`config.mk`:
```
export PLATFORM = sky130hd
export DESIGN_NAME = flow_guard
export DESIGN_NICKNAME = d
export VERILOG_FILES = /design/src/rtl/flow_guard_pkg.sv /design/src/rtl/flow_guard_labels.sv /design/src/rtl/flow_guard_fsm.sv /design/src/rtl/flow_guard.sv
export SDC_FILE = /design/constraint.sdc
export NUM_CORES = 1
export LEC_CHECK = 0
export BUFFER_PORTS_ARGS = -buffer_cell sky130_fd_sc_hd__buf_2
export CAP_MARGIN = 0
export CELL_PAD_IN_SITES_DETAIL_PLACEMENT = 1
export CELL_PAD_IN_SITES_GLOBAL_PLACEMENT = 1
export CORE_ASPECT_RATIO = 0.8
export CORE_MARGIN = 2
export CORE_UTILIZATION = 42
export DETAILED_ROUTE_END_ITERATION = 10
export PLACE_DENSITY_LB_ADDON = 0.1
export SETUP_SLACK_MARGIN = 0.5
export SYNTH_ARGS = -nofsm -noshare
export SYNTH_HDL_FRONTEND = slang
export SYNTH_HIERARCHICAL = 1
export SYNTH_SLANG_ARGS = --single-unit
```
`constraint.sdc`:
```
create_clock -name clk -period 2.5 [get_ports clk]
set_clock_uncertainty 0.2 [all_clocks]
set_input_delay 0.5 -clock clk [delete_from_list [all_inputs] [get_ports clk]]
set_output_delay 0.5 -clock clk [all_outputs]
set_load 0.02 [all_outputs]
```
`src/rtl/flow_guard_pkg.sv`:
```
package flow_guard_pkg;
   typedef enum logic [2:0] {
      RC_OTHER     = 3'd0,
      RC_CALL_DIR  = 3'd1,
      RC_CALL_IND  = 3'd2,
      RC_RETURN    = 3'd3,
      RC_LBL_ENTER = 3'd4,
      RC_LBL_DROP  = 3'd5,
      RC_LBL_CHECK = 3'd6,
      RC_RSVD      = 3'd7
   } ret_class_e;

   typedef enum logic [1:0] {
      FG_NORMAL = 2'd0,
      FG_ENTRY  = 2'd1,
      FG_EXIT   = 2'd2,
      FG_HALT   = 2'd3
   } fg_state_e;
endpackage

```
`src/rtl/flow_guard_labels.sv`:
```
module flow_guard_labels #(
   parameter int LABEL_W = 6
) (
   input  logic               clk,
   input  logic               rst_n,
   input  logic               set_en,
   input  logic               clr_en,
   input  logic [LABEL_W-1:0] wr_label,
   input  logic [LABEL_W-1:0] rd_label,
   output logic               rd_hit
);
   localparam int DEPTH = 1 << LABEL_W;

   logic [DEPTH-1:0] live_vec;

   if (LABEL_W < 1 || LABEL_W > 10) begin : g_bad_width
      $error("flow_guard_labels: LABEL_W must lie in 1..10");
   end

   for (genvar i = 0; i < DEPTH; i++) begin : g_bit
      localparam logic RST_VAL = (i == 0);
      logic bit_q;
      always_ff @(posedge clk) begin
         if (!rst_n)
            bit_q <= RST_VAL;
         else if (set_en && (wr_label == LABEL_W'(i)))
            bit_q <= 1'b1;
         else if (clr_en && (wr_label == LABEL_W'(i)))
            bit_q <= 1'b0;
      end
      assign live_vec[i] = bit_q;
   end

   assign rd_hit = live_vec[rd_label];


   set_takes_chk: assert property (@(posedge clk) disable iff (!rst_n)
      set_en |=> live_vec[$past(wr_label)]);

   clr_takes_chk: assert property (@(posedge clk) disable iff (!rst_n)
      clr_en |=> !live_vec[$past(wr_label)]);

   table_hold_chk: assert property (@(posedge clk) disable iff (!rst_n)
      (!set_en && !clr_en) |=> $stable(live_vec));
endmodule

```
`src/rtl/flow_guard_fsm.sv`:
```
module flow_guard_fsm
   import flow_guard_pkg::*;
(
   input  logic       clk,
   input  logic       rst_n,
   input  logic       ev_valid,
   input  logic [2:0] ev_class,
   input  logic       lbl_hit,
   output logic       set_en,
   output logic       clr_en,
   output logic [1:0] state_o,
   output logic       halt_o,
   output logic       attack_o
);
   fg_state_e state_q, state_d;
   logic      attack_q;

   always_comb begin
      state_d = state_q;
      set_en  = 1'b0;
      clr_en  = 1'b0;
      if (ev_valid) begin
         unique case (state_q)
            FG_NORMAL: begin
               unique case (ev_class)
                  RC_CALL_DIR, RC_CALL_IND: state_d = FG_ENTRY;
                  RC_RETURN:                state_d = FG_EXIT;
                  RC_LBL_ENTER:             set_en  = 1'b1;
                  RC_LBL_DROP:              clr_en  = 1'b1;
                  default:                  ;
               endcase
            end
            FG_ENTRY: begin
               if (ev_class == RC_LBL_ENTER) begin
                  set_en  = 1'b1;
                  state_d = FG_NORMAL;
               end else begin
                  state_d = FG_HALT;
               end
            end
            FG_EXIT: begin
               if ((ev_class == RC_LBL_CHECK) && lbl_hit)
                  state_d = FG_NORMAL;
               else
                  state_d = FG_HALT;
            end
            default: ;
         endcase
      end
   end

   always_ff @(posedge clk) begin
      if (!rst_n) begin
         state_q  <= FG_NORMAL;
         attack_q <= 1'b0;
      end else begin
         state_q  <= state_d;
         attack_q <= (state_d == FG_HALT) && (state_q != FG_HALT);
      end
   end

   assign state_o  = state_q;
   assign halt_o   = (state_q == FG_HALT);
   assign attack_o = attack_q;


   halt_stick_chk: assert property (@(posedge clk) disable iff (!rst_n)
      halt_o |=> halt_o);

   attack_edge_chk: assert property (@(posedge clk) disable iff (!rst_n)
      attack_o |-> (halt_o && !$past(halt_o)));

   call_enter_chk: assert property (@(posedge clk) disable iff (!rst_n)
      (state_q == FG_NORMAL && ev_valid &&
       (ev_class == RC_CALL_DIR || ev_class == RC_CALL_IND)) |=> state_q == FG_ENTRY);

   entry_guard_chk: assert property (@(posedge clk) disable iff (!rst_n)
      (state_q == FG_ENTRY && ev_valid && ev_class != RC_LBL_ENTER) |=> halt_o);

   exit_pass_chk: assert property (@(posedge clk) disable iff (!rst_n)
      (state_q == FG_EXIT && ev_valid && ev_class == RC_LBL_CHECK && lbl_hit)
      |=> state_q == FG_NORMAL);

   idle_hold_chk: assert property (@(posedge clk) disable iff (!rst_n)
      !ev_valid |=> $stable(state_q));
endmodule

```
`src/rtl/flow_guard.sv`:
```
module flow_guard #(
   parameter int LABEL_W = 6
) (
   input  logic               clk,
   input  logic               rst_n,
   input  logic               ret_valid,
   input  logic [2:0]         ret_class,
   input  logic [LABEL_W-1:0] ret_label,
   output logic [1:0]         state_o,
   output logic               halt_o,
   output logic               attack_o
);
   logic set_en, clr_en, lbl_hit;

   flow_guard_labels #(.LABEL_W(LABEL_W)) u_labels (
      .clk      (clk),
      .rst_n    (rst_n),
      .set_en   (set_en),
      .clr_en   (clr_en),
      .wr_label (ret_label),
      .rd_label (ret_label),
      .rd_hit   (lbl_hit)
   );

   flow_guard_fsm u_fsm (
      .clk      (clk),
      .rst_n    (rst_n),
      .ev_valid (ret_valid),
      .ev_class (ret_class),
      .lbl_hit  (lbl_hit),
      .set_en   (set_en),
      .clr_en   (clr_en),
      .state_o  (state_o),
      .halt_o   (halt_o),
      .attack_o (attack_o)
   );


   normal_cfi_chk: assert property (@(posedge clk) disable iff (!rst_n)
      (state_o == 2'd0 && ret_valid && (ret_class == 3'd4 || ret_class == 3'd5 ||
       ret_class == 3'd6 || ret_class == 3'd0)) |=> state_o == 2'd0);
endmodule

```
---- Word level (Yosys, flattened, before mapping) ----
Index checks and enable logic that the tools add are counted.
word-level totals
  flip-flop bits (word level) ............. 67
  input bits .............................. 12
  output and inout bits ................... 4
  word-level logic and storage cells ...... 479
operators by class
  order comparisons ....................... 1
  equality and inequality tests ........... 74
  multiplexer cells ....................... 139
  bitwise logic cells ..................... 1
  reductions and logical operators ........ 198
operators with widths
  kind                count
  $eq 6x6->1 const B  32
  $mux 1              133
  $logic_and 1x1->1   130
  $reduce_bool 2->1   63
  $eq 6x5->1 const B  16
  $eq 6x4->1 const B  8
  $eq 6x3->1 const B  4
  $eq 6x2->1 const B  2
  $eq 3x3->1 const B  3
  $lt 6x7->1 const B  1
  $bmux 1 s6          1
  $eq 2x2->1 const B  3
  $eq 3x2->1 const B  2
  $eq 6x1->1 const B  1
  $logic_not 6->1     1
  $mux 2              3
  $pmux 2 s3          1
  $reduce_or 2->1     3
  $pmux 2 s2          1
  $eq 3x1->1 const B  1
  $eq 2x1->1 const B  1
  $logic_not 2->1     1
  $ne 2x2->1 const B  1
  $not 1->1           1

---- Longest topological paths before layout ----
Gate-level depths: netlist (run 1).
  depth after elaboration ................. 8
  mapped depth ............................ 11
  depth with buffers taken out ............ 9

---- Hierarchy ----
The synthesis (run 1) kept the hierarchy.
modules (own cells, without submodules)
  module             instances  cells each  area an instance (sq um)  seq. area each (sq um)
  flow_guard_labels  1          393         3279.4                    1281.2
  flow_guard_fsm     1          24          205.2                     60.1

---- Worst setup path before layout (run 1) ----
No wires, ideal clock.
  kind .................................... input-to-reg
  start ................................... input ret_label[0]
  end ..................................... register u_fsm.attack_q (netlist: u_fsm/attack_o)
  library setup time ...................... 0.088 ns
  data arrival time ....................... 2.277 ns
  data required time ...................... 2.212 ns
  path slack .............................. -0.065 ns
  stages .................................. 10
  path buffers ............................ 1
  cells stage by stage .................... buf_6 -> mux4_2 -> o2111ai_1 -> nand3_1 -> a211oi_2 -> a211oi_2 -> nand4b_1 -> o211ai_2 -> a31o_1 -> nor4_2
on the way
  word-level cells in the longest chain between the ends .. 8
RTL lines
  item                          line                     source
  start, declared               flow_guard.sv:8          input logic [LABEL_W-1:0] ret_label,
  $bmux 1 s6                    flow_guard_labels.sv:34  assign rd_hit = live_vec[rd_label];
  $mux 1 (not written as such)  flow_guard_labels.sv:34
  via lbl_hit                   flow_guard.sv:13         logic set_en, clr_en, lbl_hit;
  $logic_and 1x1->1             flow_guard_fsm.sv:42     if ((ev_class == RC_LBL_CHECK) && lbl_hit)
  $mux 2                        flow_guard_fsm.sv:42
  $pmux 2 s3                    flow_guard_fsm.sv:23     unique case (state_q)
  $mux 2                        flow_guard_fsm.sv:22     if (ev_valid) begin
  $eq 2x2->1                    flow_guard_fsm.sv:58     attack_q <= (state_d == FG_HALT) && (state_q != FG_HALT);
  $logic_and 1x1->1             flow_guard_fsm.sv:58
  end signal, assigned          flow_guard_fsm.sv:58
  end, declared                 flow_guard_fsm.sv:16     logic attack_q;
The timed path passes the listed nets, and every way through them passes these cells. The select of a mux whose other input is x is not followed.
A chain may end at the register's enable or synchronous reset.

---- Worst setup path in the final report (run 1) ----
Ends and elaborated chain as after synthesis.

==> qor.txt, run 1 <==
CP Capture Type -> register
Logic pwr share -> 0.115
Post-Layout Cell Count -> 565
Slew Viols, Final -> 0
TritonCTS clock tree -> yes
Initial DRC Count -> 135
Port bufs -> 15
Final hold vios -> 0
Synthesis-stage register bit count -> 67
Primary FF master, synth -> dfxtp_1
Total of max-cap violations -> 0
Total global routing overflow -> 0
Crit path time final -> 2.42 ns
Class of the worst hold path -> register to register
Die height -> 85.5 um
Switching pwr -> 0.586 mW
Most crowded layer after global routing -> met2
Initial antenna violation count -> 0
Start of the worst register-to-register path -> u_labels/g_bit[55].bit_q
Io pins -> 16
Gr usage total -> 0.280
HPWL Detailed -> 7990 um
DR pass1 iterations -> 4
Reg clk slew, reported paths -> 0.07 ns
Least-Margin Pin Slew -> 0.654 ns
Peak supply drop -> 0.350 mV
First-pass GRT wire length -> 19200 um
Mapped Cells -> 417
Clock Latency Late Sink -> 0.35 ns
Sw Share -> 0.253
H-tree depth -> 3
Global-route met3 utilization -> 0.0645
Pwr Total -> 2.32 mW
Setup slack after placement -> -0.410 ns
CP Data Arrival Time -> 2.48 ns
Crit path launch type -> input pin
Int Power -> 1.73 mW
Slew headroom -> 0.560
GRT met2 Usage -> 0.435
CTS Buf Count -> 9
Vias in the first global route -> 3479
Synthesized area per cell -> 8.36 um2
Syn nets -> 429
Leak pwr -> 1.44 nW
Worst R2R Path Depth -> 9
Wirelength, routed -> 12000 um
FMAX -> 414 MHz
Final #Nets -> 464
Post-DR wirelength/cell -> 21.2 um
Clock group share of total power -> 0.420
Core Rows -> 29
Yosys synthesis warning count -> 6
Final setup fails -> 0
Worst Setup SP -> ret_label[0]
Clock sinks -> 67
Reg power frac -> 0.465
Die width -> 106 um
Vias per cell -> 5.93
Largest net degree at the start of global routing -> 38
RSZ-0062 raised after global routing -> true
GRT met1 Usage -> 0.396
Root Buffer -> clkbuf_8
Core Footprint -> 0.00798 mm2
Outcome -> completed
Hold_buf cts -> 0
Antenna Cells -> 0
PD cells -> 540 mW/mm2
Hold_sp -> u_labels/g_bit[7].bit_q
Hold Path Stages -> 2
Tcrit/Tclk final -> 0.967
Initial Util -> 0.437
FF-to-FF setup slack -> 0.09 ns
EDFF count, synth -> 0
Post-synthesis sequential area ratio -> 0.385
Setup ws final -> 0.0821 ns
DIE AREA -> 0.00905 mm2
Max FO, Critical Path -> 8
Layout area overhead -> 23.1%
Placed insts -> 538
Async set-reset flop share out of synthesis -> 0
Cell Area, Synth -> 0.00348 mm2
Netlist cell types -> 43
Critical Path RT -> 2.57 ns
Critical path class -> input pin to register
GPL Wtd Cong -> 0.893
Clock Tree Buf Depth -> 2
Post-detailed-route count of antenna-violating nets -> 0
Residual DRC -> 0
Fraction of layout cells with a size suffix above 1 -> 0.254
Total number of vias -> 3352
==> metrics by stage <==
| step | utilization | hold slack, ns | setup TNS [ns] | instance area [um2] |
|---|---|---|---|---|
| 6_report | 0.537 | 0.266 | 0 | 4290 |
| 5_1_grt | 0.537 | 0.286 | 0 | 4290 |
| 4_1_cts | 0.521 | 0.286 | 0 | 4160 |
| 3_5_place_dp | 0.478 | 0.274 | -0.995 | 3810 |
| 3_3_place_gp | 0.478 | 0.257 | -0.735 | 3810 |
| 2_1_floorplan | - | 0.245 | 0 | 3520 |
==> routing by layer <==
| metal | wire length [um] | vias to the layer above |
|---|---|---|
| met2 | 5390 | 94 |
| met1 | 5810 | 1689 |
| li1 | - | 1556 |
| met5 | 0 | - |
| met3 | 632 | 13 |
| met4 | 158 | 0 |
==> layout make-up <==
type | count | area (um2)
Fill cell | 952 | 3690
Multi-Input combinational cell | 317 | 2110
Sequential cell | 67 | 1350
Timing Repair Buffer | 51 | 454
Clock buffer | 13 | 169
Tap cell | 108 | 135
Clock inverter | 3 | 45.0
Inverter | 6 | 22.5
==> worst paths after layout <==
check,end
worst min-delay path,u_labels/g_bit[7].bit_q
worst max-delay path,u_fsm/attack_o
worst max register to register,u_fsm/attack_o
worst min register to register,u_labels/g_bit[7].bit_q
==> logic make-up after synthesis <==
kind of cell	count (synthesis)	share of synthesized area
simple gates	157	0.211
mux	18	0.0962
compound gates	140	0.263
flops	67	0.385
buf+inv	34	0.0420
xor+xnor	1	0.00251
==> worst max-delay path, stage by stage <==
cell and delay, ns:
buf_12 0.11, buf_4 0.11, mux4_2 0.49, nand2b_1 0.22, a211oi_2 0.26, a211oi_2 0.11
nand4b_1 0.14, o211ai_2 0.11, and3_4 0.21, nor4_2 0.23
==> cell usage after synthesis, types with 6 or more instances <==
cell / number / area (um2)
a21boi_0: 62 / 465
buf_2: 9 / 45.0
clkbuf_1: 17 / 63.8
dfxtp_1: 67 / 1340
inv_1: 6 / 22.5
mux4_2: 11 / 248
nand2_1: 80 / 300
nand2b_1: 6 / 37.5
nand3_1: 11 / 55.1
nor2_1: 22 / 82.6
nor2b_1: 6 / 37.5
nor3_1: 11 / 55.1
o21ai_0: 65 / 325
==> placed cells by master (no fill, tap or decap), types with 4 or more instances in the layout <==
cell type,n
buf_2,14
mux2i_1,5
nor3_1,9
a21boi_0,57
inv_1,5
nand2_1,80
nor4_1,4
nor2b_1,5
nor2_1,21
nand3_1,11
a21boi_1,6
nand2b_1,6
mux4_2,12
dfxtp_1,64
clkbuf_8,12
buf_4,28
o21ai_1,14
o21ai_0,37
o21ai_2,14
==> registers in the layout (all words and copies together) (netlist names) <==
signal and flops:
u_labels/g_bit.bit_q 64, u_fsm/state_o 2, u_fsm/attack_o 1
==> what timing repair did <==
item                                    4_1_cts  5_1_grt
endpoints found under the hold margin         0        0
resized for setup                            21       48
endpoints found under the setup margin       12       45
setup buffers                                 2        6
cloned                                        3        0
pin swaps                                     7       16
==> power by group through the flow <==
stage	sequential (mW)	combinational (mW)	clock (mW)
floorplan	1.11	0.134	0
global placement	1.10	0.216	0
detailed placement	1.10	0.221	0
CTS	1.08	0.245	0.989
global route	1.08	0.284	1.03
finish	1.08	0.267	0.973
(Power assumes the default switching activity.)
==> inputs of run 2 (changes only) <==
--- a/config.mk
+++ b/config.mk
@@ -9,7 +9,7 @@
 export CAP_MARGIN = 0
 export CELL_PAD_IN_SITES_DETAIL_PLACEMENT = 1
 export CELL_PAD_IN_SITES_GLOBAL_PLACEMENT = 1
-export CORE_ASPECT_RATIO = 0.8
+export CORE_ASPECT_RATIO = 0.7
 export CORE_MARGIN = 2
 export CORE_UTILIZATION = 42
 export DETAILED_ROUTE_END_ITERATION = 10
==> run 2 against run 1 <==
Effect of this change: the run now ends with design-rule violations left; critical path depth decreased by 1; non-clock buffer count increased by 4; clock-buffer cell count decreased by 2; design area increased by 3.6%; critical endpoint unchanged; largest power group is now the clock network.
==> qor.txt, run 2 (synthesis gave the netlist of run 1 again) <==
Outcome -> finished with violations
Failing checks -> design-rule violations
Worst R2R Path Depth -> 9
FF-to-FF setup slack -> 0.05 ns
Pwr Total -> 2.76 mW
Slew headroom -> 0.564
Final setup fails -> 0
Initial antenna violation count -> 0
Core Footprint -> 0.00797 mm2
First-pass GRT wire length -> 19400 um
Reg clk slew, reported paths -> 0.06 ns
Total global routing overflow -> 0
Leak pwr -> 1.51 nW
Most frequent cells in the layout -> 80 x nand2_1, 63 x dfxtp_1, 60 x a21boi_0, 45 x o21ai_0, 35 x buf_4
Critical Path RT -> 2.54 ns
CTS Buf Count -> 9
Gr usage total -> 0.285
Die width -> 113 um
RSZ-0062 raised after global routing -> true
Post-detailed-route count of antenna-violating nets -> 0
Antenna Cells -> 0
Tcrit/Tclk final -> 0.982
R2r endpoint -> u_fsm/attack_o
Port bufs -> 15
TritonCTS clock tree -> yes
Max reg flops -> 64
CP cell instances -> mux4_2, o2111ai_2, nand3_1, a211oi_2, a211oi_2, nand4b_1, o211ai_2, and3_4, nor4_4
Least-Margin Pin Slew -> 0.648 ns
Root Buffer -> clkbuf_16
Worst Setup SP -> u_labels/g_bit[55].bit_q
Worst setup path endpoint -> u_fsm/attack_o
Initial Util -> 0.437
Max FO, Critical Path -> 2
Clock Latency Late Sink -> 0.34 ns
Cell mode on critical path -> a211oi_2
Crit-path max cell delay -> 0.50 ns
Post-DR wirelength/cell -> 22.1 um
H-tree depth -> 3
Final #Nets -> 468
Placed insts -> 538
Wirelength, routed -> 12400 um
HPWL Detailed -> 7950 um
Hold_buf cts -> 0
Io pins -> 16
Critical path class -> register to register
Crit-path slowest cell -> mux4_2
Crit path time final -> 2.45 ns
Vias in the first global route -> 3492
Core Rows -> 27
Post-Layout Cell Count -> 562
Post-Route Utilization -> 0.557
Setup TNS -> 0 ns
Peak supply drop -> 0.405 mV
Residual DRC -> 2
Final hold vios -> 0
DIE AREA -> 0.00905 mm2
PD cells -> 622 mW/mm2
GPL Wtd Cong -> 0.876
Crit path launch type -> register
Class of the worst hold path -> register to register
Layout area overhead -> 27.4%
Die height -> 80.2 um
Most common cell after layout, fill and taps aside -> nand2_1
Total of max-cap violations -> 0
Start of the worst register-to-register path -> u_labels/g_bit[55].bit_q
Hold Path Stages -> 2
CP Capture Type -> register
Fraction of layout cells with a size suffix above 1 -> 0.273
Initial DRC Count -> 269
Clock Tree Buf Depth -> 2
Vias per cell -> 5.92
DR pass1 iterations -> 7
Total number of vias -> 3325
Most flops, register -> u_labels/g_bit.bit_q
FMAX -> 407 MHz
CP Data Arrival Time -> 2.50 ns
Slew Viols, Final -> 0
Final instance area -> 0.00444 mm2
Placement Cell Area -> 0.00387 mm2
Largest net degree at the start of global routing -> 39
Clock sinks -> 67
## run 2: cell types whose count changed in the layout (fill, tap and decap cells not counted), moves of 3 or more
| cell | previous run | this run |
|---|---|---|
| a21boi_0 | 57 | 60 |
| a21boi_1 | 6 | 3 |
| buf_4 | 28 | 35 |
| clkbuf_16 | 0 | 9 |
| clkbuf_8 | 12 | 2 |
| dfxtp_2 | 1 | 4 |
| o21ai_0 | 37 | 45 |
| o21ai_1 | 14 | 6 |
## run 2: worst min-delay path by stage
stage	slack, ns	startpoint	endpoint
after floorplan	0.25	u_labels/g_bit[35].bit_q	u_labels/g_bit[35].bit_q
after global placement	0.26	u_labels/g_bit[32].bit_q	u_labels/g_bit[32].bit_q
after detailed placement	0.28	u_labels/g_bit[32].bit_q	u_labels/g_bit[32].bit_q
after CTS	0.29	u_labels/g_bit[32].bit_q	u_labels/g_bit[32].bit_q
after global routing	0.31	u_labels/g_bit[14].bit_q	u_labels/g_bit[14].bit_q
final	0.28	u_labels/g_bit[6].bit_q	u_labels/g_bit[6].bit_q
## run 2: area by class of cell
type	instances	area, um2
tap	101	126
inverter	6	22.5
sequential	67	1350
clock inverter	5	83.8
multi-input combinational	317	2130
timing repair buffer	55	474
fill	945	3530
clock buffer	11	253
## run 2: critical path, delay by kind of cell, from the launching register on
family | cells | cell delay, ns
AND/OR/NAND/NOR | 4 | 0.70
multiplexers | 1 | 0.50
flip-flops | 1 | 0.32
AO/OA/AOI/OAI | 4 | 0.65
## run 2: per-layer routing
metal,track usage,part of all wire,vias to the layer above
met5,0,0,-
met4,0.0671,0.014,0
met3,0.0740,0.055,15
met2,0.460,0.46,87
met1,0.386,0.47,1659
li1,-,-,1564
## run 2: power breakdown
| group | total (mW) | switching (mW) | internal (mW) |
|---|---|---|---|
| logic | 0.270 | 0.156 | 0.115 |
| registers | 1.08 | 0.00605 | 1.07 |
| clock network | 1.41 | 0.483 | 0.930 |
| total | 2.76 | 0.645 | 2.12 |
## run 2: timing repair
action                                  in CTS  in global routing
resized for setup                           18                 42
buffers inserted                             5                  1
endpoints found under the setup margin      19                 54
cloned                                       2                  0
pin swaps                                    9                 13
## run 2: metrics by stage
step                hold slack (ns)  worst slack (ns)
global placement              0.264            -0.267
detailed placement            0.278            -0.357
floorplan                     0.245            0.0984
global route                  0.308           -0.0361
finish                        0.280            0.0455
CTS                           0.286           0.00773
